$ cat config.mk
export PLATFORM = sky130hd
export DESIGN_NAME = gci_slot_xcvr
export DESIGN_NICKNAME = d
export VERILOG_FILES = /design/src/rtl/gci_slot_xcvr.sv
export SDC_FILE = /design/constraint.sdc
export NUM_CORES = 1
export LEC_CHECK = 0
export BUFFER_PORTS_ARGS = -buffer_cell sky130_fd_sc_hd__buf_2
export CORE_MARGIN = 5
export CORE_UTILIZATION = 52
export CTS_CLUSTER_DIAMETER = 60
export DETAILED_ROUTE_END_ITERATION = 10
export HOLD_SLACK_MARGIN = 0.08
export PLACE_DENSITY_LB_ADDON = 0.3
export SLEW_MARGIN = 20
export SYNTH_ARGS = -nofsm -noshare
export SYNTH_HDL_FRONTEND = slang
export SYNTH_SLANG_ARGS = --single-unit
$ cat constraint.sdc
create_clock -name bit_clk -period 3.25 [get_ports bit_clk]
set_input_delay 0.325 -clock bit_clk [delete_from_list [all_inputs] [get_ports bit_clk]]
set_output_delay 0.325 -clock bit_clk [all_outputs]
set_load 0.01 [all_outputs]
$ cat src/rtl/gci_slot_xcvr.sv
module gci_slot_xcvr #(
  parameter int SLOTS  = 8,
  parameter int SLOT_W = $clog2(SLOTS)
) (
  input  logic              bit_clk,
  input  logic              rst_n,
  input  logic              frame_sync,
  input  logic              dn_data,
  input  logic [SLOT_W-1:0] slot_sel,
  input  logic [7:0]        tx_voice_a,
  input  logic [7:0]        tx_voice_b,
  input  logic [7:0]        tx_mon,
  input  logic [5:0]        tx_ci,
  input  logic              tx_mr,
  input  logic              tx_mx,
  output logic              up_data,
  output logic              up_oe,
  output logic [7:0]        rx_voice_a,
  output logic [7:0]        rx_voice_b,
  output logic [7:0]        rx_mon,
  output logic [5:0]        rx_ci,
  output logic              rx_mr,
  output logic              rx_mx,
  output logic              rx_valid,
  output logic              rate_dbl,
  output logic              frame_err
);
  localparam int WORD  = 32;
  localparam int BIT_W = 5;
  localparam int FRAME = SLOTS * WORD;
  localparam int IDX_W = $clog2(FRAME) + 1;
  localparam int CNT_W = IDX_W + 1;

  logic [CNT_W-1:0] cnt, inc, pos, bidx;
  logic [WORD-1:0]  word, txw, rx_sh, rx_word;
  logic [SLOT_W-1:0] slot;
  logic [BIT_W-1:0] bis;
  logic synced, dbl, err, oe, du, dd_fall, take_q, last_q, valid_q;
  logic len_single, len_double, mode, in_frame, own, lead, sample;

  assign inc        = (&cnt) ? cnt : cnt + 1'b1;
  assign len_single = inc == CNT_W'(FRAME);
  assign len_double = inc == CNT_W'(2 * FRAME);
  assign mode       = (frame_sync && synced) ? (len_double | (dbl & ~len_single)) : dbl;
  assign pos        = frame_sync ? '0 : inc;
  assign bidx       = mode ? {1'b0, pos[CNT_W-1:1]} : pos;
  assign in_frame   = bidx < CNT_W'(FRAME);
  assign slot       = bidx[BIT_W +: SLOT_W];
  assign bis        = bidx[BIT_W-1:0];
  assign own        = in_frame && (slot == slot_sel);
  assign lead       = ~mode | ~pos[0];
  assign sample     = own & (~mode | pos[0]);
  assign word       = {tx_voice_a, tx_voice_b, tx_mon, tx_ci, ~tx_mr, ~tx_mx};

  always_ff @(negedge bit_clk or negedge rst_n)
    if (!rst_n) dd_fall <= 1'b0;
    else        dd_fall <= dn_data;

  always_ff @(posedge bit_clk or negedge rst_n) begin
    if (!rst_n) begin
      cnt     <= '1;
      synced  <= 1'b0;
      dbl     <= 1'b0;
      err     <= 1'b0;
      oe      <= 1'b0;
      du      <= 1'b1;
      txw     <= '0;
      take_q  <= 1'b0;
      last_q  <= 1'b0;
      rx_sh   <= '0;
      rx_word <= '0;
      valid_q <= 1'b0;
    end else begin
      cnt <= pos;
      if (frame_sync) begin
        synced <= 1'b1;
        dbl    <= mode;
        if (synced && !len_single && !len_double) err <= 1'b1;
      end
      if (lead) begin
        oe <= own;
        du <= own ? ((bis == '0) ? word[WORD-1] : txw[~bis]) : 1'b1;
        if (own && bis == '0) txw <= word;
      end
      take_q  <= sample;
      last_q  <= &bis;
      if (take_q) rx_sh <= {rx_sh[WORD-2:0], dd_fall};
      valid_q <= take_q & last_q;
      if (take_q & last_q) rx_word <= {rx_sh[WORD-2:0], dd_fall};
    end
  end

  assign up_data    = du;
  assign up_oe      = oe;
  assign rx_voice_a = rx_word[31:24];
  assign rx_voice_b = rx_word[23:16];
  assign rx_mon     = rx_word[15:8];
  assign rx_ci      = rx_word[7:2];
  assign rx_mr      = ~rx_word[1];
  assign rx_mx      = ~rx_word[0];
  assign rx_valid   = valid_q;
  assign rate_dbl   = dbl;
  assign frame_err  = err;
endmodule


== Word-level counts from Yosys, hierarchy flattened ==
Index checks and enable logic that the tools add are counted.
Word-level totals
  flip-flop bits (word level): 114
  bits in latches: 0
  memory bits (writable): 0
  memory bits (read-only): 0
  bits of input ports: 39
  output and inout port bits: 37
  logic and storage cells: 53
  memories: 0
Operators by class
  $add $sub $neg: 1
  $mul: 0
  divide/modulo/power cells: 0
  order comparisons: 2
  equality and inequality tests: 3
  shift-type cells: 0
  muxes and demuxes: 8
  bitwise logic cells: 14
  reductions and logical operators: 12
Operators with widths (count)
  10-bit two-way mux: 3
  10-bit by 1-bit adder with 10-bit output (second input constant): 1
  10-bit == test (second input constant): 1
  10-bit by 9-bit == test with 1-bit output (second input constant): 1
  10-bit by 9-bit less-than comparator with 1-bit output (second input constant): 1
  10-bit AND reduction: 1
  1-bit inverter: 7
  5-bit by 6-bit less-than comparator with 1-bit output (second input constant): 1
  1-bit binary-select mux with 5-bit select: 1
  1-bit logical AND: 5
  5-bit logical NOT: 1
  5-bit inverter: 1
  5-bit AND reduction: 1
  1-bit two-way mux: 4
  2-bit AND reduction: 2
  1-bit AND: 3
  3-bit == test: 1
  1-bit OR: 3
  1-bit logical NOT: 2

== Depth between registers and ports, before layout ==
Gate-level depths: netlist of the first run.
  word-level depth: 13
  depth in mapped cells: 13

==> results of run 1 <==
-- cell families (layout without fill, tap and decap cells) --
kind of cell | after synthesis | after routing
xor gates and xnor gates | 7 | 7
muxes | 110 | 110
AOI/OAI and AO/OA | 61 | 61
buffers and inverters | 71 | 204
adders and majority gates | 1 | 1
and+or+nand+nor | 101 | 101
DFF | 114 | 114
-- power breakdown --
part / total, W / internal, W / switching (W)
Clock: 0.00170 / 0.00102 / 0.000681
Combinational: 0.000584 / 0.000359 / 0.000224
Sequential: 0.00174 / 0.00162 / 0.000123
-- worst max-delay path, delay by kind of cell, from the launching register on --
kind	cells	cell delay, ns
mux	1	0.29
compound gates	3	0.60
buf+inv	3	0.55
simple gates	5	1.31
flops	1	0.39
-- layer usage --
| layer | GRT usage (%) | part of all wire (%) | vias up | wire (µm) |
|---|---|---|---|---|
| met5 | 0 | 0 | - | 0 |
| met4 | 6.73 | 1.8 | 0 | 235 |
| met3 | 6.05 | 6.0 | 21 | 758 |
| met2 | 31.7 | 48 | 114 | 6140 |
| met1 | 26.1 | 44 | 1994 | 5590 |
| li1 | - | - | 1881 | - |
-- cell usage after synthesis, types with 4 or more instances --
cell | count | area, µm²
clkbuf_1 | 7 | 26.3
buf_4 | 33 | 248
or3_1 | 4 | 25.0
nand2_1 | 26 | 97.6
a21oi_1 | 8 | 40.0
and2_1 | 4 | 25.0
buf_2 | 4 | 20.0
nor3_1 | 9 | 45.0
xnor2_1 | 5 | 43.8
o21ai_0 | 8 | 40.0
buf_6 | 6 | 67.6
mux2_2 | 65 | 732
mux2i_1 | 15 | 150
nand3_1 | 6 | 30.0
nor4_1 | 5 | 31.3
nand4_1 | 5 | 31.3
nor2_1 | 18 | 67.6
buf_1 | 4 | 15.0
a211oi_1 | 5 | 37.5
dfrtp_1 | 102 | 2550
mux2_4 | 28 | 420
inv_1 | 16 | 60.1
o211ai_1 | 4 | 30.0
a21o_1 | 4 | 30.0
dfstp_2 | 11 | 289
-- timing repair --
| action | CTS | global route |
|---|---|---|
| endpoints found under the setup margin | 33 | 33 |
| cloned | 0 | 2 |
| hold buffers | 33 | 0 |
| pin swaps | 2 | 5 |
| endpoints found under the hold margin | 59 | 0 |
| setup buffers | 0 | 2 |
| gates resized for setup | 6 | 7 |
-- area by class of cell --
type                            count  area, µm²  share of cell area, %
Clock buffer                       18        418                   5.74
Clock inverter                     14        131                   1.80
Inverter                           16       60.1                  0.825
Multi-Input combinational cell    280       2510                   34.5
Sequential cell                   114       2870                   39.4
Tap cell                          140        175                   2.41
Timing Repair Buffer              156       1120                   15.4
-- how the worst max path moves through the flow --
stage | startpoint | end | slack [ns]
6_report | cnt[0] | txw[24] | -0.01
2_1_floorplan | cnt[1] | txw[10] | -0.13
4_1_cts | cnt[0] | txw[29] | -0.007
3_5_place_dp | cnt[0] | up_data | -0.06
5_1_grt | cnt[1] | txw[16] | -0.11
3_3_place_gp | cnt[1] | up_data | -0.02
-- flip-flops by register name, summed over array words and instances, names as in the netlist, 10 cells and up --
register  cells
txw          32
rx_sh        31
cnt          10
rx_word      32
-- metrics by stage --
stage / std cells / hold slack, ns
floorplan: 465 / 0.0294
global placement: 669 / 0.276
detailed placement: 669 / 0.281
CTS: 734 / 0.239
global route: 738 / 0.279
finish: 738 / 0.258
==> flow_summary.json, run 1 <==
{
  "status": "complete, but fails checks",
  "violations": "setup timing",
  "antenna_left": 0,
  "cts_tree": "built",
  "path_class": "flip-flop to flip-flop",
  "syn_inst": 465,
  "die_h_um": 115,
  "gp_congestion": 0.849,
  "avgViaCountPerCell": 5.43,
  "yosys_most_used_dff": "dfrtp_1",
  "skew_ns": 0.0709,
  "path_cells": "buf_4 -> and4_1 -> or4_4 -> o211ai_4 -> o2111ai_4 -> a22oi_4 -> buf_4 -> nor2_2 -> nor4b_4 -> nand3_4 -> clkbuf_16 -> mux2_4",
  "syn_area_per_cell_um2": 12.4,
  "setup_violations": 20,
  "post-route-min-period_ns": 3.26,
  "fillers": 788,
  "worst_pin_slew_ns": 0.745,
  "path_max_fanout": 9,
  "worst-endpoint-arrival_ns": 3.66,
  "pre_cts_ws_ns": -0.0642,
  "clock-sinks": 114,
  "async_flop_share_pct": 100,
  "io_pins": 76,
  "fp.coreArea_mm2": 0.0108,
  "grt_pass1_wl_um": 20700,
  "synth_top_family_by_area": "multiplexers",
  "drive_gt1_share_pct": 47.0,
  "clk_latency_ns": 0.51,
  "path_common_cell": "buf_4",
  "initial_core_util_pct": 53.0,
  "p_leak_nw": 3.66,
  "most-common-layout-cells": "102 x dfrtp_1, 74 x buf_2, 65 x mux2_2",
  "reg2reg_from": "cnt[0]",
  "grt.overflow.total": 0,
  "htreeDepth": 4,
  "final.setup.worst_slack_ns": -0.0150,
  "syn-cell-area_mm2": 0.00575,
  "grt_max_degree": 87,
  "cts_root_buf": "clkbuf_8",
  "synth-simple-area-share_pct": 9.60,
  "crit_slowest_cell": "or4_4",
  "final_hold_viol_count": 0,
  "die_area_mm2": 0.0133,
  "stdcell_area_mm2": 0.00728,
  "cp.required_ns": 3.64,
  "io_buffers": 75,
  "setup_tns_ns": -0.183,
  "cts_buffers": 17,
  "max_freq_mhz": 306,
  "synth_edf_count": 0,
  "cap_violations": 0,
  "r2r_cells": 12,
  "rows": 38,
  "synth_xor_area_share_pct": 1.07,
  "wl_per_cell_um": 17.2,
  "areaGrowthSynthToFinish_pct": 26.7,
  "hp-class": "input port to flip-flop",
  "synth.distinct_cells": 64,
  "hold_depth": 3,
  "grt_util_all_layers_pct": 19.9,
  "slew_violations": 0,
  "setup.worst_path.end_class": "flip-flop",
  "hold_start": "frame_sync",
  "syn_nets": 505,
  "grt_pass1_vias": 4146,
  "n_antenna_cell": 0,
  "yosys_warnings": 0,
  "cts_max_path_buffers": 2,
  "dp_hpwl_um": 8430,
  "first_pass_iters": 4,
  "ys_seq_area_share_pct": 49.9,
  "power.density_mw_per_mm2": 553,
  "setup.worst_path.start_class": "flip-flop",
  "power_w": 0.00403,
  "reg2reg_setup_slack_ns": -0.01,
  "ys_ff_latch": 114,
  "drc": 0,
  "vias": 4010,
  "synth.area.mux_share_pct": 23.1,
  "timing.rr.end": "txw[24]",
  "synthAdderAreaFrac_pct": 0.218,
  "wl_um": 12700,
  "clkSlewWorstSetupHoldPaths_ns": 0.06,
  "hold_end": "frame_err",
  "antenna_found_initial": 0,
  "drt-initial-drc-count": 282,
  "synth-compound-area-share_pct": 8.40,
  "relSlewSlack_pct": 50.3,
  "rsz0062_at_grt": "true",
  "finalCoreUtilization_pct": 67.2,
  "period_share_pct": 100,
  "die_x_um": 115,
  "fin_nets": 625,
  "worst_path_largest_cell_delay_ns": 0.51,
  "final_common_cell": "dfrtp_1",
  "vdd_drop_max_mv": 0.333,
  "dpl_cell_area_mm2": 0.00629
}
No activity file was read; power rests on OpenSTA's default activity.
==> run 2, diff against run 1 <==
- clock period: 3.25 -> 3.2 ns (I/O delays scaled with it)
==> run 2 against run 1 <==
  * The flow still finishes with violations (setup timing)
  * Worst hold slack worse by 0.14 ns
  * Combinational power rose by 3%
  * Sequential cell count is the same
  * Total power grew 5.1%
  * Die area unchanged
  * Utilization grew 1.3 points
  * Sequential power increased by 2%
  * Register-to-register slack got worse by 0.12 ns
  * Clock skew is 0.0033 ns lower
  * Wire length increased by 2.1%
  * First-iteration DRC count fell by 4.6%
  * Largest cell class unchanged
  * Largest power group is now clock
  * Highest routed layer unchanged
==> flow_summary.json, run 2 (same netlist as run 1, synthesis figures left out) <==
{
  "finalCoreUtilization_pct": 68.5,
  "power_w": 0.00423,
  "period_share_pct": 104,
  "setup_violations": 33,
  "first_pass_iters": 5,
  "initial_core_util_pct": 53.0,
  "vdd_drop_max_mv": 0.366,
  "skew_ns": 0.0677,
  "fin_nets": 637,
  "setup.worst_path.end_class": "flip-flop",
  "path_class": "flip-flop to flip-flop",
  "die_area_mm2": 0.0133,
  "io_buffers": 75,
  "grt_pass1_wl_um": 21500,
  "rsz0062_at_grt": "true",
  "io_pins": 76,
  "grt_max_degree": 87,
  "final.setup.worst_slack_ns": -0.131,
  "drt-initial-drc-count": 269,
  "cts_max_path_buffers": 2,
  "wl_per_cell_um": 17.3,
  "grt_util_all_layers_pct": 20.7,
  "die_h_um": 115,
  "cp.required_ns": 3.59,
  "stdcell_area_mm2": 0.00743,
  "antenna_left": 0,
  "cts_tree": "built",
  "grt.busiest_layer": "met2",
  "drc": 0,
  "final_hold_viol_count": 0,
  "vias": 4103,
  "setup_tns_ns": -3.52,
  "grt_use_met3_pct": 5.42,
  "htreeDepth": 4,
  "cts_buffers": 17,
  "gp_congestion": 0.841,
  "worst_pin_slew_ns": 0.766,
  "final_common_cell": "dfrtp_1",
  "fillers": 785,
  "n_antenna_cell": 0,
  "max_freq_mhz": 300,
  "top_regs": "rx_word (32), txw (32), rx_sh (31)",
  "clkSlewWorstSetupHoldPaths_ns": 0.06,
  "p_leak_nw": 3.76,
  "drive_gt1_share_pct": 48.5,
  "setup.worst_path.start_class": "flip-flop",
  "rows": 38,
  "fp.coreArea_mm2": 0.0108,
  "clk_latency_ns": 0.51,
  "antenna_found_initial": 0,
  "power.density_mw_per_mm2": 570,
  "clock-sinks": 114,
  "areaGrowthSynthToFinish_pct": 29.2,
  "wl_um": 13000,
  "slew_violations": 0,
  "relSlewSlack_pct": 49.0,
  "status": "complete, but fails checks",
  "grt_use_met2_pct": 33.6,
  "cts_root_buf": "clkbuf_8",
  "grt_use_met1_pct": 26.7,
  "avgViaCountPerCell": 5.47,
  "dp_hpwl_um": 8730,
  "most-common-layout-cells": "102 x dfrtp_1, 74 x buf_2, 64 x mux2_2",
  "dpl_cell_area_mm2": 0.00636,
  "grt.overflow.total": 0,
  "post-route-min-period_ns": 3.33,
  "hp-class": "input port to flip-flop",
  "worst-endpoint-arrival_ns": 3.72,
  "violations": "setup timing",
  "cap_violations": 0,
  "path_max_fanout": 7,
  "die_x_um": 115,
  "grt_pass1_vias": 4309
}
-- run 2: worst paths after layout --
path / from / endpoint / slack (ns) / cells past startpoint
setup reg to reg: cnt[1] / txw[20] / -0.13 / 13
hold / removal: tx_voice_a[7] / txw[31] / 0.11 / 2
min in group asynchronous: rst_n / synced / 0.28 / 2
max in group asynchronous: rst_n / dd_fall / 1.05 / 2
setup / recovery: cnt[1] / txw[20] / -0.13 / 13
hold reg to reg: frame_err / frame_err / 0.48 / 1
-- run 2: cell type report --
class / instances / area, µm² / area share [%]
Inverter: 16 / 60.1 / 0.809
Clock buffer: 17 / 414 / 5.58
Clock inverter: 15 / 171 / 2.31
Multi-Input combinational cell: 280 / 2510 / 33.8
Tap cell: 140 / 175 / 2.36
Timing Repair Buffer: 168 / 1230 / 16.5
Sequential cell: 114 / 2870 / 38.6
-- run 2: critical path: stages (launching register included) --
cell	delay, ns
dfstp_2	0.39
ha_4	0.17
buf_4	0.14
and3_1	0.22
a31o_1	0.28
o211ai_4	0.22
o2111ai_4	0.16
buf_6	0.16
a22oi_4	0.21
mux2i_2	0.32
xor2_2	0.25
nand3_4	0.16
clkbuf_16	0.21
mux2_4	0.30
-- run 2: report_power, final --
group / switching, W / internal (W)
clock network: 0.000723 / 0.00113
registers: 0.000133 / 0.00164
logic: 0.000230 / 0.000371
total: 0.00109 / 0.00315
-- run 2: per-stage QoR --
stage	worst slack, ns	hold slack [ns]	std cells
after floorplan	-0.181	0.0244	465
after global placement	-0.147	0.266	678
after detailed placement	-0.176	0.270	678
after CTS	-0.101	0.0855	746
after global routing	-0.259	0.0861	750
final	-0.131	0.114	750
-- run 2: what timing repair did --
item / 4_1_cts / 5_1_grt
hold endpoints to repair: 61 / 0
resized for setup: 15 / 5
endpoints found under the setup margin: 33 / 33
hold buffers: 33 / 0
buffers inserted: 3 / 2
pin swaps: 0 / 1
cloned: 0 / 2
-- run 2: routing by layer --
metal,share of wire [%],vias up
li1,-,1926
met1,44,2023
met2,49,132
met3,5.3,22
met4,1.6,0
met5,0,-
==> run 3, diff against run 2 <==
- GPL_TIMING_DRIVEN: not set -> 0
==> run 3 against run 2 <==
  * The run still ends with setup timing left
  * Final cell count is 1.9% higher
  * Combinational power decreased by 0.8%
  * Die area stayed put
  * Sequential power about the same
  * Utilization increased by 1.1 points
  * Worst setup slack worse by 0.12 ns
  * Non-clock buffer count is 14 higher
  * Largest power group unchanged
==> flow_summary.json, run 3 (same netlist as run 1, synthesis figures left out) <==
{
  "status": "complete, but fails checks",
  "violations": "setup timing",
  "cp.required_ns": 3.60,
  "vdd_drop_max_mv": 0.331,
  "setup_violations": 33,
  "setup.worst_path.start_class": "flip-flop",
  "dp.cells": 681,
  "grt_max_degree": 74,
  "period_share_pct": 108,
  "die_x_um": 115,
  "path_cells": "ha_4 -> nand3_4 -> buf_6 -> or4_4 -> o211ai_4 -> o2111ai_4 -> nand2_1 -> mux2i_4 -> nor4b_4 -> nand3_4 -> buf_6 -> buf_12 -> mux2_4",
  "die_h_um": 115,
  "power.density_mw_per_mm2": 561,
  "cts_root_buf": "clkbuf_8",
  "dp_hpwl_um": 8400,
  "grt.overflow.total": 0,
  "dpl_cell_area_mm2": 0.00636,
  "grt_pass1_wl_um": 21800,
  "first_pass_iters": 5,
  "top_regs": "rx_word (32), txw (32), rx_sh (31)",
  "antenna_found_initial": 0,
  "p_leak_nw": 3.82,
  "avgViaCountPerCell": 5.43,
  "drc": 0,
  "rsz0062_at_grt": "true",
  "most-common-layout-cells": "102 x dfrtp_1, 76 x buf_2, 65 x mux2_2",
  "gp_congestion": 0.867,
  "antenna_left": 0,
  "slew_violations": 0,
  "initial_core_util_pct": 53.0,
  "cts_buffers": 17,
  "crit_slowest_cell": "dfstp_2",
  "io_pins": 76,
  "post-route-min-period_ns": 3.45,
  "fp.coreArea_mm2": 0.0108,
  "final_hold_viol_count": 0,
  "drt-initial-drc-count": 355,
  "final_common_cell": "dfrtp_1",
  "cts_tree": "built",
  "clk_latency_ns": 0.51,
  "areaGrowthSynthToFinish_pct": 31.3,
  "hp-class": "input port to flip-flop",
  "grt_pass1_vias": 4513,
  "path_class": "flip-flop to flip-flop",
  "skew_ns": 0.0677,
  "setup.worst_path.end_class": "flip-flop",
  "wl_um": 13000,
  "critical-path-top-delay-family": "simple AND/OR/NAND/NOR gates",
  "path_buf_inv": 3,
  "whs_ns": 0.252,
  "clock-sinks": 114,
  "rows": 38,
  "stdcell_area_mm2": 0.00755,
  "io_buffers": 75,
  "fin_cells": 764,
  "path_max_fanout": 10,
  "wl_per_cell_um": 17.0,
  "worst_pin_slew_ns": 0.580,
  "n_antenna_cell": 0,
  "fin_nets": 651,
  "relSlewSlack_pct": 60.8,
  "final.setup.worst_slack_ns": -0.251,
  "htreeDepth": 4,
  "grt_util_all_layers_pct": 20.8,
  "drive_gt1_share_pct": 47.9,
  "cap_violations": 0,
  "die_area_mm2": 0.0133,
  "cts_max_path_buffers": 2,
  "worst_path_largest_cell_delay_ns": 0.56,
  "fillers": 781,
  "worst-endpoint-arrival_ns": 3.85,
  "max_freq_mhz": 290,
  "clkSlewWorstSetupHoldPaths_ns": 0.06,
  "vias": 4147
}
[run 3: cell types whose count changed in the layout (fill, tap and decap cells not counted), moves of 2 or more]
cell / change
mux2i_4: +3
clkinv_4: -2
clkbuf_1: +7
mux2i_2: -2
clkinvlp_4: +2
buf_2: +2
buf_1: +4
buf_6: +3
buf_4: -2
[run 3: layout make-up]
class	instances	area, µm²	share of cell area (%)
Inverter	16	60.1	0.796
Timing Repair Buffer	133	967	12.8
Sequential cell	114	2870	38.0
Clock inverter	15	173	2.29
Tap cell	140	175	2.32
Clock buffer	17	414	5.49
Multi-Input combinational cell	280	2540	33.7
Buffer	49	345	4.58
[run 3: repair_timing]
action,4_1_cts,5_1_grt
hold buffers,33,0
buffers inserted,18,5
gates cloned,1,0
gates resized for setup,17,9
endpoints found under the hold margin,72,0
pin swaps,8,7
setup endpoints to repair,35,33
[run 3: report_power, final]
part           switching, W  internal [W]
combinational      0.000228      0.000369
clock              0.000736       0.00113
sequential         0.000126       0.00164
total               0.00109       0.00314
[run 3: worst register-to-register path: stages (launching register included)]
cell,delay [ns]
dfstp_2,0.56
ha_4,0.18
nand3_4,0.08
buf_6,0.13
or4_4,0.43
o211ai_4,0.13
o2111ai_4,0.21
nand2_1,0.21
mux2i_4,0.32
nor4b_4,0.33
nand3_4,0.16
buf_6,0.16
buf_12,0.14
mux2_4,0.30
[run 3: path summary, 6_finish.rpt]
| kind | to | slack [ns] | depth (start not counted) | start |
|---|---|---|---|---|
| max | txw[29] | -0.25 | 13 | cnt[0] |
| min | take_q | 0.25 | 4 | slot_sel[0] |
| max reg2reg | txw[29] | -0.25 | 13 | cnt[0] |
| min reg2reg | up_oe | 0.50 | 2 | up_oe |
| max in group asynchronous | dd_fall | 1.02 | 2 | rst_n |
| min in group asynchronous | rx_sh[12] | 0.30 | 2 | rst_n |
[run 3: stage by stage]
step / util (%) / power (W) / worst slack, ns / TNS, ns
finish: 69.6 / 0.00423 / -0.251 / -6.02
global route: 69.6 / 0.00441 / -0.332 / -8.77
CTS: 69.6 / 0.00426 / -0.249 / -7.27
detailed placement: 58.7 / 0.00232 / -0.618 / -19.45
global placement: 58.4 / 0.00229 / -0.994 / -19.75
floorplan: - / 0.00215 / -0.181 / -5.06
[run 3: per-layer routing]
metal / global-route usage, % / vias to the layer above / share of wire (%)
met4: 7.98 / 0 / 1.4
li1: - / 1937 / -
met3: 5.16 / 16 / 7.1
met1: 26.6 / 2027 / 42
met2: 34.2 / 167 / 49
met5: 0 / - / 0
